`config.mk`:
```
export PLATFORM = sky130hd
export DESIGN_NAME = i2c_rx_stretch_buf
export DESIGN_NICKNAME = d
export VERILOG_FILES = /design/src/rtl/i2c_rx_stretch_buf.sv
export SDC_FILE = /design/constraint.sdc
export NUM_CORES = 1
export LEC_CHECK = 0
export BUFFER_PORTS_ARGS = -buffer_cell sky130_fd_sc_hd__buf_4
export CAP_MARGIN = 20
export CORE_ASPECT_RATIO = 1.75
export CORE_MARGIN = 1.5
export CORE_UTILIZATION = 45
export DETAILED_ROUTE_END_ITERATION = 10
export PLACE_DENSITY = 0.74
export SYNTH_ARGS = -nofsm -noshare
export SYNTH_HDL_FRONTEND = slang
export SYNTH_SLANG_ARGS = --single-unit
```
`constraint.sdc`:
```
create_clock -name clk -period 1.6 [get_ports clk]
set_input_delay 0.24 -clock clk [delete_from_list [all_inputs] [get_ports clk]]
set_output_delay 0.24 -clock clk [all_outputs]
set_load 0.02 [all_outputs]
```
`src/rtl/i2c_rx_stretch_buf.sv`:
```
module i2c_rx_stretch_buf #(
  parameter int DW = 8
) (
  input  logic          clk,
  input  logic          rst_n,
  input  logic          rx_valid,
  input  logic [DW-1:0] rx_data,
  input  logic          rd_strobe,
  input  logic          flag_clr,
  input  logic          single_mode,
  input  logic          bypass_en,
  input  logic          force_scl,
  input  logic          force_sda,
  input  logic          scl_in,
  input  logic          bus_busy,
  output logic [DW-1:0] rd_data,
  output logic          data_ready,
  output logic          scl_o,
  output logic          sda_o,
  output logic          scl_rd,
  output logic          sda_rd
);

  logic [DW-1:0] slot0, slot1;
  logic [1:0]    cnt;
  logic          flag;

  logic [1:0] cap;
  logic       pop, push, hold;
  logic [1:0] cnt_left;

  assign cap      = single_mode ? 2'd1 : 2'd2;
  assign pop      = rd_strobe && (cnt != 2'd0);
  assign cnt_left = cnt - {1'b0, pop};
  assign push     = rx_valid && ((cnt < cap) || pop);
  assign hold     = flag && (cnt >= cap);

  always_ff @(posedge clk) begin
    if (!rst_n) begin
      slot0 <= '0;
      slot1 <= '0;
      cnt   <= 2'd0;
      flag  <= 1'b0;
    end else begin
      if (pop) slot0 <= slot1;
      if (push) begin
        if (cnt_left == 2'd0) slot0 <= rx_data;
        else                  slot1 <= rx_data;
      end
      cnt <= cnt_left + {1'b0, push};
      if (push)                           flag <= 1'b1;
      else if (flag_clr)                  flag <= 1'b0;
      else if (pop && cnt_left == 2'd0)   flag <= 1'b0;
    end
  end

  assign rd_data    = (cnt != 2'd0) ? slot0 : '0;
  assign data_ready = flag;
  assign scl_o      = bypass_en ? force_scl : !hold;
  assign sda_o      = bypass_en ? force_sda : 1'b1;
  assign scl_rd     = scl_in;
  assign sda_rd     = bus_busy;

endmodule


```
==> results.py <==
metrics = {
    "route": {
        "drt_wl_total_microns": 2450,
        "routed-via-count": 946,
        "route.antenna.remaining_nets": 0,
        "first_pass_iters": 4,
        "avgViaCountPerCell": 5.44,
        "wire_per_inst_microns": 14.1,
        "first_iter_violations": 37,
        "drc_errors": 0,
    },
    "finish": {
        "fin_nets": 171,
        "num-fill-cells": 201,
        "num_antenna_cells": 0,
        "finish.utilization_pct": 64.0,
        "syn_to_final_growth_pct": 35.4,
        "final_cell_mix": "buf_4 (33), nand2_1 (18), mux2i_1 (17), dfxtp_1 (17), a21oi_1 (9)",
        "mostFrequentLayoutCell": "buf_4",
        "multi_input_area_sq_um": 686,
        "layout-drive-gt1-share_pct": 38.9,
        "regArea_sq_um": 385,
    },
    "floorplanning": {
        "start_util_pct": 47.2,
        "num_rows": 23,
        "core_region_area_sq_mm": 0.00230,
        "num_io_pins": 32,
        "die_w_microns": 40.2,
        "die_y_microns": 68.0,
        "die_area_sq_mm": 0.00273,
    },
    "clock_network": {
        "numCtsBuffers": 3,
        "clock_latency_ns": 0.25,
        "clkSinkCount": 19,
        "clk_pin_slew_worst_paths_ns": 0.07,
        "htreeDepth": 1,
        "holdBufCountCts": 0,
        "root_buffer": "clkbuf_8",
        "cts.path.max_buffers": 2,
        "cts_tree": "built",
    },
    "critical_path": {
        "r2r_cells": 6,
        "r2r-start": "cnt[1]",
        "worst-path-buf-inv": 3,
        "endpoint": "scl_o",
        "reg2reg_to": "slot1[1]",
        "critPathLaunchType": "flip-flop",
        "critPathArrivalTime_ns": 1.49,
        "end_kind": "primary output",
        "slowest_delay_ns": 0.33,
        "reg2reg_slack_ns": -0.03,
        "path_cells": "inv_2, ha_4, inv_2, a21boi_2, o21ai_1, mux2_4, buf_6",
        "path_depth": 7,
        "cp_max_fo": 2,
        "slowest_stage": "dfxtp_2",
        "critPathLaunch": "cnt[0]",
        "critPathRequiredTime_ns": 1.36,
        "cp_top_family": "flip-flops",
        "cpMostUsedCell": "inv_2",
        "critPathKind": "flip-flop to primary output",
    },
    "pwr": {
        "ir_drop_v": 0.000836,
        "power_density_mw_per_mm2": 815,
        "power.total_mw": 1.20,
        "p_leak_nw": 0.644,
    },
    "timing": {
        "maxSlewHeadroom_pct": 69.3,
        "fin_ws_ns": -0.126,
        "period_needed_ns": 1.73,
        "slew_violations": 0,
        "min_period_over_period_pct": 108,
        "tightestPinTransition_ns": 0.461,
        "fin_skew_ns": 0.000857,
        "hold_violations": 0,
        "grt_setup_unrepaired": "yes",
        "setup_viol": 7,
        "fmax_mhz": 580,
    },
    "logic_synthesis": {
        "synth_area_leaders": "dfxtp_1 (35%), mux2i_1 (16%), nand2_1 (6.2%)",
        "synth-xor-area-share_pct": 0,
        "ys_ff_latch": 19,
        "synth_top_area_share_pct": 35.0,
        "synth_nets": 140,
        "yosysUniqueCellTypes": 28,
        "synth-simple-area-share_pct": 19.2,
        "yosysWarnings": 0,
        "synth_top_family_by_area": "simple AND/OR/NAND/NOR gates",
        "synth_area_leader_cell": "dfxtp_1",
        "synth-compound-area-share_pct": 18.6,
        "muxShareOfSynthArea_pct": 16.7,
        "synth_adder_area_share_pct": 2.30,
        "netlist_instances": 119,
        "seq_area_frac_synth_pct": 35.0,
        "synth_area_sq_mm": 0.00109,
        "syn_area_per_cell_sq_um": 9.14,
    },
    "flow_run": {
        "drv_cap": 0,
    },
    "global_route": {
        "gr-usage-all-layers_pct": 20.9,
        "grt_pass1_vias": 955,
        "overflow": 0,
        "grt_max_degree": 28,
        "grt_pass1_wl_microns": 3890,
        "antenna_found_initial": 0,
    },
    "worst_hold_path": {
        "min-delay-path-class": "primary input to flip-flop",
    },
    "placement": {
        "finalWeightedCongestion": 0.741,
        "dpl_worst_slack_ns": -0.135,
        "io_buffers": 27,
        "place_hpwl_microns": 1760,
    },
    "outcome": {
        "violations": "negative setup slack",
        "outcome": "finished, violations left",
    },
}
[metrics by stage]
stage	instances	area (sq um)	TNS, ns	hold WS, ns
2_1_floorplan	119	1090	0	0.382
3_3_place_gp	168	1320	-0.837	0.442
3_5_place_dp	168	1320	-1.44	0.452
4_1_cts	174	1470	-0.417	0.247
5_1_grt	174	1470	-0.744	0.260
6_report	174	1470	-0.208	0.247
[cell families after synthesis]
group           Yosys count
buf+inv                  15
mux                      18
flops                    19
simple gates             36
compound gates           29
fa+ha+maj                 2
[worst min path at each step]
stage	start	endpoint	slack, ns	depth (start not counted)
finish	rx_data[3]	slot1[3]	0.25	3
detailed placement	slot1[2]	slot1[2]	0.45	2
CTS	rx_data[3]	slot1[3]	0.25	3
global route	rx_data[3]	slot1[3]	0.26	3
global placement	slot1[3]	slot1[3]	0.44	2
floorplan	rx_data[0]	slot1[0]	0.38	2
[synth_stat cells]
| master | count |
|---|---|
| dfxtp_1 | 19 |
| nand2_1 | 18 |
| mux2i_1 | 17 |
| a21oi_1 | 9 |
| o31ai_1 | 9 |
| nor2b_1 | 8 |
| inv_1 | 5 |
| buf_4 | 4 |
| nand2b_1 | 4 |
| a21boi_0 | 2 |
| buf_2 | 2 |
| buf_6 | 2 |
| clkbuf_1 | 2 |
| ha_1 | 2 |
| nor2_8 | 2 |
| o21ai_0 | 2 |
| a211oi_1 | 1 |
| a21oi_2 | 1 |
| a31oi_1 | 1 |
| and2b_4 | 1 |
| mux2_2 | 1 |
| nor2_1 | 1 |
| nor3_1 | 1 |
| nor3b_1 | 1 |
| o21ai_2 | 1 |
| o21ai_4 | 1 |
| o22a_1 | 1 |
| o311ai_0 | 1 |
[tightest hold or removal path: cells and delay by family]
kind / cells / cell delay [ns]
and+or+nand+nor: 1 / 0.05
muxes: 1 / 0.05
buffers and inverters: 1 / 0.11
[routing by layer]
layer	part of all wire, %	GRT usage [%]	vias to the layer above	wire length [microns]
li1	-	-	472	-
met1	37	19.4	444	898
met2	59	41.9	28	1440
met3	4.0	2.92	2	98
met4	0.77	6.47	0	19
met5	0	0	-	0
[flip-flops by register name, summed over array words and instances (netlist names)]
name / flops
slot1: 8
slot0: 8
cnt: 2
data_ready: 1
[power by group]
group | internal (mW) | switching (mW) | leakage, nW | total, mW
combinational | 0.174 | 0.170 | 0.464 | 0.345
clock | 0.177 | 0.156 | 0.0228 | 0.333
sequential | 0.506 | 0.0169 | 0.157 | 0.523
total | 0.857 | 0.343 | 0.644 | 1.20
[layout make-up]
class	count	area share [%]
Multi-Input combinational cell	85	46.6
Sequential cell	19	26.2
Timing Repair Buffer	36	20.8
Clock buffer	4	3.06
Tap cell	25	2.12
Inverter	5	1.27
[timing repair]
item	CTS	global route
endpoints found under the setup margin	17	16
setup buffers	1	0
cloned	1	0
gates resized for setup	17	1
hold endpoints to repair	0	0
pin swaps	6	4
No activity file was read; power rests on OpenSTA's default activity.
